## config.mk

```make
export PLATFORM = sky130hd
export DESIGN_NAME = loop_nest_ctrl
export DESIGN_NICKNAME = d
export VERILOG_FILES = /design/src/rtl/loop_nest_pkg.sv /design/src/rtl/loop_lifo.sv /design/src/rtl/loop_end_scan.sv /design/src/rtl/loop_nest_ctrl.sv
export SDC_FILE = /design/constraint.sdc
export NUM_CORES = 1
export LEC_CHECK = 0
export ABC_AREA = 1
export BUFFER_PORTS_ARGS = -buffer_cell sky130_fd_sc_hd__buf_2
export CAP_MARGIN = 25
export CORE_AREA = 5 5 192 157
export CTS_CLUSTER_SIZE = 8
export DETAILED_ROUTE_END_ITERATION = 16
export DIE_AREA = 0 0 197 162
export REMOVE_ABC_BUFFERS = 1
export SETUP_SLACK_MARGIN = 0.4
export SKIP_CTS_REPAIR_TIMING = 1
export SLEW_MARGIN = 20
export SYNTH_ARGS = -nofsm -noshare
export SYNTH_HDL_FRONTEND = slang
export SYNTH_HIERARCHICAL = 1
export SYNTH_SLANG_ARGS = --single-unit
```

## constraint.sdc

```tcl
create_clock -name clk -period 5.6 [get_ports clk]
set_clock_uncertainty 0.05 [all_clocks]
set_input_delay 0.56 -clock clk [delete_from_list [all_inputs] [get_ports clk]]
set_output_delay 0.56 -clock clk [all_outputs]
set_load 0.01 [all_outputs]
```

## src/rtl/loop_nest_pkg.sv

```systemverilog
package loop_nest_pkg;

    // Index width for a structure of n entries, never below one bit.
    function automatic int idx_bits(input int n);
        return (n <= 2) ? 1 : $clog2(n);
    endfunction

endpackage

```

## src/rtl/loop_lifo.sv

```systemverilog
module loop_lifo
    import loop_nest_pkg::*;
#(
    parameter int W     = 8,
    parameter int DEPTH = 4,
    localparam int PW   = idx_bits(DEPTH)
) (
    input  logic               clk,
    input  logic               rst_n,
    input  logic               wa_en,
    input  logic [PW-1:0]      wa_idx,
    input  logic [W-1:0]       wa_data,
    input  logic               wb_en,
    input  logic [PW-1:0]      wb_idx,
    input  logic [W-1:0]       wb_data,
    output logic [DEPTH*W-1:0] ent_o
);

    logic [W-1:0] mem_d [DEPTH];
    logic [W-1:0] mem_q [DEPTH];

    // Two write ports: callers never hit the same slot in one cycle.
    always_comb begin
        mem_d = mem_q;
        if (wa_en) mem_d[wa_idx] = wa_data;
        if (wb_en) mem_d[wb_idx] = wb_data;
    end

    always_ff @(posedge clk or negedge rst_n) begin
        if (!rst_n) begin
            for (int i = 0; i < DEPTH; i++) mem_q[i] <= '0;
        end else begin
            mem_q <= mem_d;
        end
    end

    for (genvar g = 0; g < DEPTH; g++) begin : g_flat
        assign ent_o[g*W +: W] = mem_q[g];
    end

endmodule

```

## src/rtl/loop_end_scan.sv

```systemverilog
module loop_end_scan
    import loop_nest_pkg::*;
#(
    parameter int AW    = 8,
    parameter int CW    = 8,
    parameter int DEPTH = 4,
    localparam int PW   = idx_bits(DEPTH),
    localparam int SPW  = idx_bits(DEPTH + 1)
) (
    input  logic [SPW-1:0]      sp,
    input  logic [DEPTH*AW-1:0] ends_flat,
    input  logic [DEPTH*CW-1:0] cnts_flat,
    input  logic [AW-1:0]       pc,
    output logic [SPW-1:0]      pops,
    output logic                hit,
    output logic [PW-1:0]       hit_idx
);

    logic [AW-1:0] end_a [DEPTH];
    logic [CW-1:0] cnt_a [DEPTH];

    for (genvar g = 0; g < DEPTH; g++) begin : g_unpack
        assign end_a[g] = ends_flat[g*AW +: AW];
        assign cnt_a[g] = cnts_flat[g*CW +: CW];
    end

    // Walk from the innermost level outward. Each finished level pops,
    // and the walk stops at the first level that branches or does not match.
    always_comb begin
        logic live;
        live    = 1'b1;
        pops    = '0;
        hit     = 1'b0;
        hit_idx = '0;
        for (int i = DEPTH - 1; i >= 0; i--) begin
            if (live && (SPW'(i) < sp)) begin
                if (end_a[i] == pc) begin
                    if (cnt_a[i] == '0) begin
                        pops = pops + SPW'(1);
                    end else begin
                        hit     = 1'b1;
                        hit_idx = PW'(i);
                        live    = 1'b0;
                    end
                end else begin
                    live = 1'b0;
                end
            end
        end
    end

endmodule

```

## src/rtl/loop_nest_ctrl.sv

```systemverilog
module loop_nest_ctrl
    import loop_nest_pkg::*;
#(
    parameter int AW    = 8,
    parameter int CW    = 8,
    parameter int DEPTH = 4,
    localparam int SPW  = idx_bits(DEPTH + 1)
) (
    input  logic           clk,
    input  logic           rst_n,
    input  logic           loop_start,
    input  logic [AW-1:0]  loop_end_addr,
    input  logic [CW-1:0]  loop_count,
    input  logic [AW-1:0]  pc,
    output logic           branch_back,
    output logic [AW-1:0]  branch_addr,
    output logic           loop_done,
    output logic [SPW-1:0] nest_depth,
    output logic           ovf_err
);

    localparam int PW = idx_bits(DEPTH);

    typedef struct packed {
        logic [SPW-1:0] sp;
        logic           ovf;
    } ctl_t;

    ctl_t ctl_d, ctl_q;

    logic [DEPTH*AW-1:0] st_flat, en_flat;
    logic [DEPTH*CW-1:0] ct_flat;
    logic [AW-1:0]       st_arr [DEPTH];
    logic [CW-1:0]       ct_arr [DEPTH];

    logic [SPW-1:0] pops, sp_after;
    logic           hit, push_ok;
    logic [PW-1:0]  hit_idx, push_idx;
    logic [CW-1:0]  hit_cnt, dec_val, top_cnt;

    for (genvar g = 0; g < DEPTH; g++) begin : g_unpack
        assign st_arr[g] = st_flat[g*AW +: AW];
        assign ct_arr[g] = ct_flat[g*CW +: CW];
    end

    loop_end_scan #(.AW(AW), .CW(CW), .DEPTH(DEPTH)) u_scan (
        .sp        (ctl_q.sp),
        .ends_flat (en_flat),
        .cnts_flat (ct_flat),
        .pc        (pc),
        .pops      (pops),
        .hit       (hit),
        .hit_idx   (hit_idx)
    );

    always_comb begin
        sp_after = ctl_q.sp - pops;
        push_ok  = loop_start && (sp_after != SPW'(DEPTH));
        push_idx = PW'(sp_after);
        hit_cnt  = ct_arr[hit_idx];
        dec_val  = hit_cnt - CW'(1);
        top_cnt  = (ctl_q.sp != '0) ? ct_arr[PW'(ctl_q.sp - SPW'(1))] : '0;
        ctl_d    = ctl_q;
        ctl_d.sp = push_ok ? sp_after + SPW'(1) : sp_after;
        if (loop_start && !push_ok) ctl_d.ovf = 1'b1;
    end

    always_ff @(posedge clk or negedge rst_n) begin
        if (!rst_n) ctl_q <= '0;
        else        ctl_q <= ctl_d;
    end

    loop_lifo #(.W(AW), .DEPTH(DEPTH)) u_start_stk (
        .clk (clk), .rst_n (rst_n),
        .wa_en (1'b0), .wa_idx ('0), .wa_data ('0),
        .wb_en (push_ok), .wb_idx (push_idx), .wb_data (pc),
        .ent_o (st_flat)
    );

    loop_lifo #(.W(AW), .DEPTH(DEPTH)) u_end_stk (
        .clk (clk), .rst_n (rst_n),
        .wa_en (1'b0), .wa_idx ('0), .wa_data ('0),
        .wb_en (push_ok), .wb_idx (push_idx), .wb_data (loop_end_addr),
        .ent_o (en_flat)
    );

    loop_lifo #(.W(CW), .DEPTH(DEPTH)) u_cnt_stk (
        .clk (clk), .rst_n (rst_n),
        .wa_en (hit), .wa_idx (hit_idx), .wa_data (dec_val),
        .wb_en (push_ok), .wb_idx (push_idx), .wb_data (loop_count),
        .ent_o (ct_flat)
    );

    assign branch_back = hit;
    assign branch_addr = st_arr[hit_idx];
    assign loop_done   = (pops != '0);
    assign nest_depth  = ctl_q.sp;
    assign ovf_err     = ctl_q.ovf;


    push_depth_chk: assert property (@(posedge clk) disable iff (!rst_n)
        (loop_start && !loop_done && nest_depth < SPW'(DEPTH))
        |=> nest_depth == $past(nest_depth) + SPW'(1));


    count_dec_chk: assert property (@(posedge clk) disable iff (!rst_n)
        (branch_back && !loop_start) |=> top_cnt == $past(hit_cnt) - CW'(1));


    done_pop_chk: assert property (@(posedge clk) disable iff (!rst_n)
        (loop_done && !loop_start) |=> nest_depth < $past(nest_depth));


    depth_bound_chk: assert property (@(posedge clk) disable iff (!rst_n)
        nest_depth <= SPW'(DEPTH));


    ovf_nopush_chk: assert property (@(posedge clk) disable iff (!rst_n)
        (loop_start && !loop_done && nest_depth == SPW'(DEPTH))
        |=> ovf_err && nest_depth == SPW'(DEPTH));


    ovf_sticky_chk: assert property (@(posedge clk) disable iff (!rst_n)
        ovf_err |=> ovf_err);


    branch_active_chk: assert property (@(posedge clk) disable iff (!rst_n)
        (branch_back || loop_done) |-> nest_depth != '0);

endmodule

```

==> results.py, run 1 <==
metrics = {
    "run_status": {
        "status": "finished, final reports clean",
    },
    "die": {
        "fp.dieW_um": 197,
        "dieArea_um2": 31900,
        "start_util_pct": 25.5,
        "die_h_um": 162,
        "std_cell_rows": 55,
        "io_pins": 41,
        "fp.coreArea_um2": 27900,
    },
    "cts": {
        "cts_tree": "yes",
        "root_buffer": "clkbuf_16",
        "clock_sinks": 100,
        "clk_pin_slew_ns": 0.07,
        "clock_latency_ns": 0.36,
        "cts_made_buffers": 9,
        "cts.htree.levels": 3,
        "clockBufferDepth": 2,
    },
    "global_routing": {
        "grt_remaining_overflow": 0,
        "grt_usage_pct": 13.5,
        "grt_max_degree": 55,
        "grt_pass1_vias": 6398,
        "antenna_found_initial": 0,
        "grt_pass1_wl_um": 34600,
    },
    "sta": {
        "finalMaxSlewViolations": 0,
        "hold_viol": 0,
        "setup_ws_ns": 0.797,
        "setup_violations": 0,
        "slew_headroom_pct": 39.4,
        "timing.final.crit_share_pct": 85.8,
        "tightest_slew_ns": 0.904,
        "fmax_mhz": 208,
        "fin_crit_ns": 4.80,
        "rsz0062_at_grt": "no",
        "setup_tns_ns": 0,
    },
    "logic_synthesis": {
        "synth_edf_count": 0,
        "async_flop_share_pct": 100,
        "synth_ff_type": "dfrtp_1",
        "syn-cell-area_um2": 7120,
        "synth_cell_types": 33,
        "synthCells": 1105,
        "ys_ff_latch": 100,
        "synth.avg_cell_area_um2": 6.45,
        "synth_seq_area_share_pct": 35.1,
        "ys_warn_count": 6,
    },
    "critical_path": {
        "critPathMostFrequentCell": "nand2_1",
        "end_kind": "flop",
        "critical_path_class": "reg2reg",
        "start_kind": "flop",
        "slowest_delay_ns": 0.49,
        "required_ns": 5.79,
        "critical-path-top-delay-family": "simple AND/OR/NAND/NOR gates",
        "cp_num_buf_inv": 5,
        "cp.arrival_ns": 4.99,
        "critPathMaxFanout": 12,
        "critPathSlowestCell": "fa_1",
        "reg2regPathDepth": 26,
        "cp.depth": 26,
    },
    "drt": {
        "wl_um": 21700,
        "routed_via_density": 4.38,
        "ant_nets": 0,
        "drc": 0,
        "vias": 6948,
        "first_pass_iters": 5,
        "wl_per_cell_um": 13.6,
        "drt_iter0_markers": 667,
    },
    "cells_and_area": {
        "design_area_um2": 8370,
        "finalNetCount": 1249,
        "drive_above_1_share_pct": 10.7,
        "postLayoutCoreUtil_pct": 30.0,
        "nFillCells": 3144,
        "n_antenna_cell": 0,
        "area_delta_synth_final_pct": 17.6,
    },
    "placed_design": {
        "gp_congestion": 0.872,
        "dpl.hpwl_um": 16000,
        "io_buffer_count": 40,
        "post-place-ws_ns": 0.402,
        "place_area_um2": 8000,
    },
    "power": {
        "internal-power_w": 0.00223,
        "power_density_nw_per_um2": 465,
        "leakagePower_nw": 4.58,
        "seq_power_share_pct": 34.8,
        "p_comb_share_pct": 45.3,
        "p_total_w": 0.00389,
        "p_switching_w": 0.00166,
        "p_clk_share_pct": 19.9,
        "peakVddDrop_mv": 0.182,
        "p_sw_share_pct": 42.7,
    },
    "worst_hold_path": {
        "hold_path_class": "in2async",
    },
    "flow_run": {
        "cap_violations": 0,
    },
}
[cell families after synthesis]
logic type | synth area share [%]
AO/OA/AOI/OAI | 4.52
XOR/XNOR | 4.39
adder cells (fa/ha/maj) | 1.51
buffers and inverters | 12.7
flip-flops | 35.1
other | 0.0527
AND/OR/NAND/NOR | 41.7
[per-layer routing]
layer	global-route usage (%)	part of all wire [%]
met4	2.02	0.79
met2	20.0	42
met3	2.57	6.5
met5	0	0
met1	20.7	51
[final timing paths]
path / slack (ns) / end / start
setup reg to reg: 0.80 / u_start_stk/ent_o[3] / u_end_stk/ent_o[26]
max in group asynchronous: 4.18 / u_start_stk/ent_o[27] / rst_n
min in group clk: 0.43 / u_end_stk/ent_o[10] / loop_end_addr[2]
setup / recovery: 0.80 / u_start_stk/ent_o[3] / u_end_stk/ent_o[26]
hold reg to reg: 0.44 / ovf_err / ovf_err
hold / removal: 0.17 / nest_depth[2] / rst_n
[synth_stat cells, types with 10 or more instances]
cell type / count / area share, %
buf_2: 11 / 0.77
o21ai_0: 35 / 2.5
nand2_1: 432 / 23
buf_6: 11 / 1.7
inv_2: 10 / 0.53
nor2_1: 61 / 3.2
dfrtp_1: 100 / 35
nand3_1: 162 / 11
xnor2_1: 29 / 3.6
inv_1: 174 / 9.2
[state kept, by name, indices dropped and copies added, names as in the netlist]
| register | flops |
|---|---|
| ovf_err | 1 |
| u_start_stk/ent_o | 32 |
| u_end_stk/ent_o | 32 |
| u_cnt_stk/ent_o | 32 |
| nest_depth | 3 |
[placed cells by master (no fill, tap or decap), types with 2 or more instances in the layout]
cell type / instances
o22ai_1: 8
nand2_1: 432
inv_1: 170
nor2_2: 8
a21oi_1: 2
nand2_2: 5
inv_2: 13
ha_1: 7
nor2_1: 61
xnor2_1: 29
nand3_2: 10
clkbuf_16: 9
bufinv_16: 4
nand3_1: 160
o21ai_0: 35
buf_4: 26
nor4_1: 4
o21ai_1: 8
nand4_1: 6
dfrtp_1: 100
nor2_4: 5
xor2_1: 3
buf_2: 39
clkinvlp_4: 2
conb_1: 60
xnor2_2: 2
[cell type report]
type,instances,area (um2),share of cell area (%)
clock buffer,9,225,2.69
clock inverter,6,136,1.63
inverter,185,699,8.35
multi-input combinational,853,3960,47.2
sequential,100,2500,29.9
tap,370,463,5.53
timing repair buffer,65,390,4.66
[through the flow]
step | std cells | hold slack [ns]
after floorplan | 1138 | 0.214
after global placement | 1573 | 0.449
after detailed placement | 1573 | 0.437
after CTS | 1588 | 0.211
after global routing | 1588 | 0.224
final | 1588 | 0.175
[power by group through the flow]
stage | combinational (W) | clock (W) | sequential, W
finish | 0.00177 | 0.000773 | 0.00136
global route | 0.00202 | 0.000817 | 0.00141
CTS | 0.00174 | 0.000790 | 0.00136
detailed placement | 0.00173 | 0 | 0.00137
global placement | 0.00171 | 0 | 0.00137
floorplan | 0.00126 | 0 | 0.00130
[worst register-to-register path, cell delays in order (launching register included)]
cell	delay, ns
dfrtp_1	0.40
xnor2_1	0.18
nand2_1	0.12
nor2_2	0.14
nand2_1	0.07
nor2_2	0.10
nand2_1	0.08
inv_1	0.07
ha_1	0.21
or2_0	0.24
nand3_2	0.09
inv_2	0.04
ha_1	0.27
nand2_1	0.08
o21ai_2	0.06
ha_1	0.27
inv_1	0.03
o21ai_1	0.24
fa_1	0.49
ha_1	0.22
nand3_1	0.08
nand2_1	0.12
clkinvlp_4	0.22
nand3_1	0.36
buf_4	0.29
nand3_1	0.09
nand2_1	0.06
No activity file was read; power rests on OpenSTA's default activity.
==> run 2: changes to the inputs <==
--- a/config.mk
+++ b/config.mk
@@ -10,6 +10,6 @@
 export CAP_MARGIN = 25
-export CORE_AREA = 5 5 192 157
+export CORE_AREA = 5 5 172 174
 export CTS_CLUSTER_SIZE = 8
 export DETAILED_ROUTE_END_ITERATION = 16
-export DIE_AREA = 0 0 197 162
+export DIE_AREA = 0 0 177 179
 export REMOVE_ABC_BUFFERS = 1
==> constraint.sdc (replaced) <==
create_clock -name clk -period 5.6 [get_ports clk]
set_clock_uncertainty 0.05 [all_clocks]
set_input_delay 0 -clock clk [delete_from_list [all_inputs] [get_ports clk]]
set_output_delay 0 -clock clk [all_outputs]
set_load 0.01 [all_outputs]
==> run 2 against run 1 <==
Net effect: the run now ends with negative hold slack left; final cell count is 1.3% higher; design area increased by 1.4%; core utilization grew 0.78 points; flip-flop and latch count did not move; die area shrank 0.72%; power is 4.5% lower; sequential power hardly changed; register-to-register slack gained 0.03 ns; via count rose by 0.23%; critical endpoint is now u_cnt_stk/ent_o[7].
==> results.py, run 2 (synthesis results as in run 1) <==
metrics = {
    "run_status": {
        "status": "finished with violations",
        "violations": "negative hold slack",
    },
    "sta": {
        "finalMaxSlewViolations": 0,
        "setup_violations": 0,
        "rsz0062_at_grt": "yes",
        "fmax_mhz": 210,
        "fin_hold_ws_ns": -0.0319,
        "setup_tns_ns": 0,
        "fin_crit_ns": 4.77,
        "hold_viol": 4,
        "slew_headroom_pct": 46.7,
        "timing.final.crit_share_pct": 85.2,
        "tightest_slew_ns": 0.795,
    },
    "die": {
        "die_h_um": 179,
        "dieArea_um2": 31700,
        "fp.coreArea_um2": 27600,
        "std_cell_rows": 61,
        "fp.dieW_um": 177,
        "io_pins": 41,
        "start_util_pct": 25.8,
    },
    "critical_path": {
        "critical-path-top-delay-family": "simple AND/OR/NAND/NOR gates",
        "cp_num_buf_inv": 5,
        "critical_path_class": "reg2reg",
        "critPathMostFrequentCell": "nand2_1",
        "critPathSlowestCell": "fa_1",
        "cp.arrival_ns": 4.98,
        "required_ns": 5.80,
        "end_kind": "flop",
        "critPathMaxFanout": 15,
        "ff2ff_setup_slack_ns": 0.83,
        "cp.depth": 26,
        "r2r-start": "u_end_stk/ent_o[26]",
        "reg2regPathDepth": 26,
        "slowest_delay_ns": 0.55,
        "r2r_end": "u_cnt_stk/ent_o[7]",
        "start_kind": "flop",
    },
    "cells_and_area": {
        "area_delta_synth_final_pct": 19.3,
        "layout_commonest_cell": "nand2_1",
        "layout_common_cells": "432 x nand2_1, 173 x inv_1, 162 x nand3_1",
        "finalNetCount": 1261,
        "n_antenna_cell": 0,
        "instances_no_fill": 1609,
        "drive_above_1_share_pct": 8.85,
        "postLayoutCoreUtil_pct": 30.7,
    },
    "cts": {
        "clock_latency_ns": 0.36,
        "cts_made_buffers": 9,
        "clock_sinks": 100,
        "root_buffer": "clkbuf_16",
        "cts_tree": "yes",
        "cts.htree.levels": 3,
        "clk_pin_slew_ns": 0.08,
        "clockBufferDepth": 2,
    },
    "power": {
        "leakagePower_nw": 4.61,
        "power_density_nw_per_um2": 438,
        "peakVddDrop_mv": 0.194,
        "p_total_w": 0.00372,
    },
    "global_routing": {
        "grt_max_degree": 70,
        "grt_pass1_wl_um": 34600,
        "grt_remaining_overflow": 0,
        "grt_pass1_vias": 6627,
        "antenna_found_initial": 0,
        "grt_usage_pct": 13.8,
    },
    "drt": {
        "drc": 0,
        "routed_via_density": 4.33,
        "wl_per_cell_um": 13.4,
        "wl_um": 21600,
        "drt_iter0_markers": 593,
        "first_pass_iters": 5,
        "vias": 6964,
        "ant_nets": 0,
    },
    "worst_hold_path": {
        "hold_path_class": "in2reg",
        "whs_path_depth": 3,
        "whs_endpoint": "u_start_stk/ent_o[25]",
        "holdCritStartpoint": "pc[1]",
    },
    "placed_design": {
        "io_buffer_count": 40,
        "dp.cells": 1563,
        "dpl.hpwl_um": 15400,
        "gp_congestion": 0.891,
    },
    "flow_run": {
        "cap_violations": 0,
    },
}
run 2: worst max-delay path by stage:
stage | startpoint | to | slack, ns
after floorplan | u_end_stk/ent_o[29] | u_cnt_stk/ent_o[24] | 1.41
after global placement | u_end_stk/ent_o[26] | u_start_stk/ent_o[24] | 0.73
after detailed placement | u_end_stk/ent_o[26] | u_start_stk/ent_o[24] | 0.70
after CTS | u_end_stk/ent_o[26] | u_start_stk/ent_o[24] | 0.69
after global routing | u_end_stk/ent_o[26] | u_end_stk/ent_o[28] | 0.36
final | u_end_stk/ent_o[26] | u_cnt_stk/ent_o[7] | 0.83
run 2: power breakdown:
group          switching (W)  internal (W)  total [W]
Combinational        0.00106      0.000641    0.00170
Sequential          0.000272       0.00109    0.00136
Clock               0.000333      0.000319   0.000652
run 2: layer usage:
| metal | GRT usage (%) | share of wire, % | vias to the layer above |
|---|---|---|---|
| li1 | - | - | 3585 |
| met1 | 17.8 | 46 | 3168 |
| met2 | 23.0 | 47 | 170 |
| met3 | 2.53 | 4.4 | 41 |
| met4 | 4.96 | 3.0 | 0 |
| met5 | 0 | 0 | - |
run 2: per-stage QoR:
stage,worst slack (ns),instance area [um2]
finish,0.827,8490
global route,0.360,8490
CTS,0.693,8170
detailed placement,0.696,7870
global placement,0.734,7870
floorplan,1.41,7130
run 2: worst min-delay path: stages:
cell and delay, ns:
buf_2 0.18, nand2_1 0.09, o21ai_0 0.07
run 2: area by class of cell:
cell class / count / area [um2]
multi-input cells: 853 / 3950
clock inverters: 7 / 75.1
well taps: 378 / 473
flip-flops and latches: 100 / 2500
repair buffers: 77 / 573
fillers: 3111 / 19100
inverters: 185 / 699
clock buffers: 9 / 225
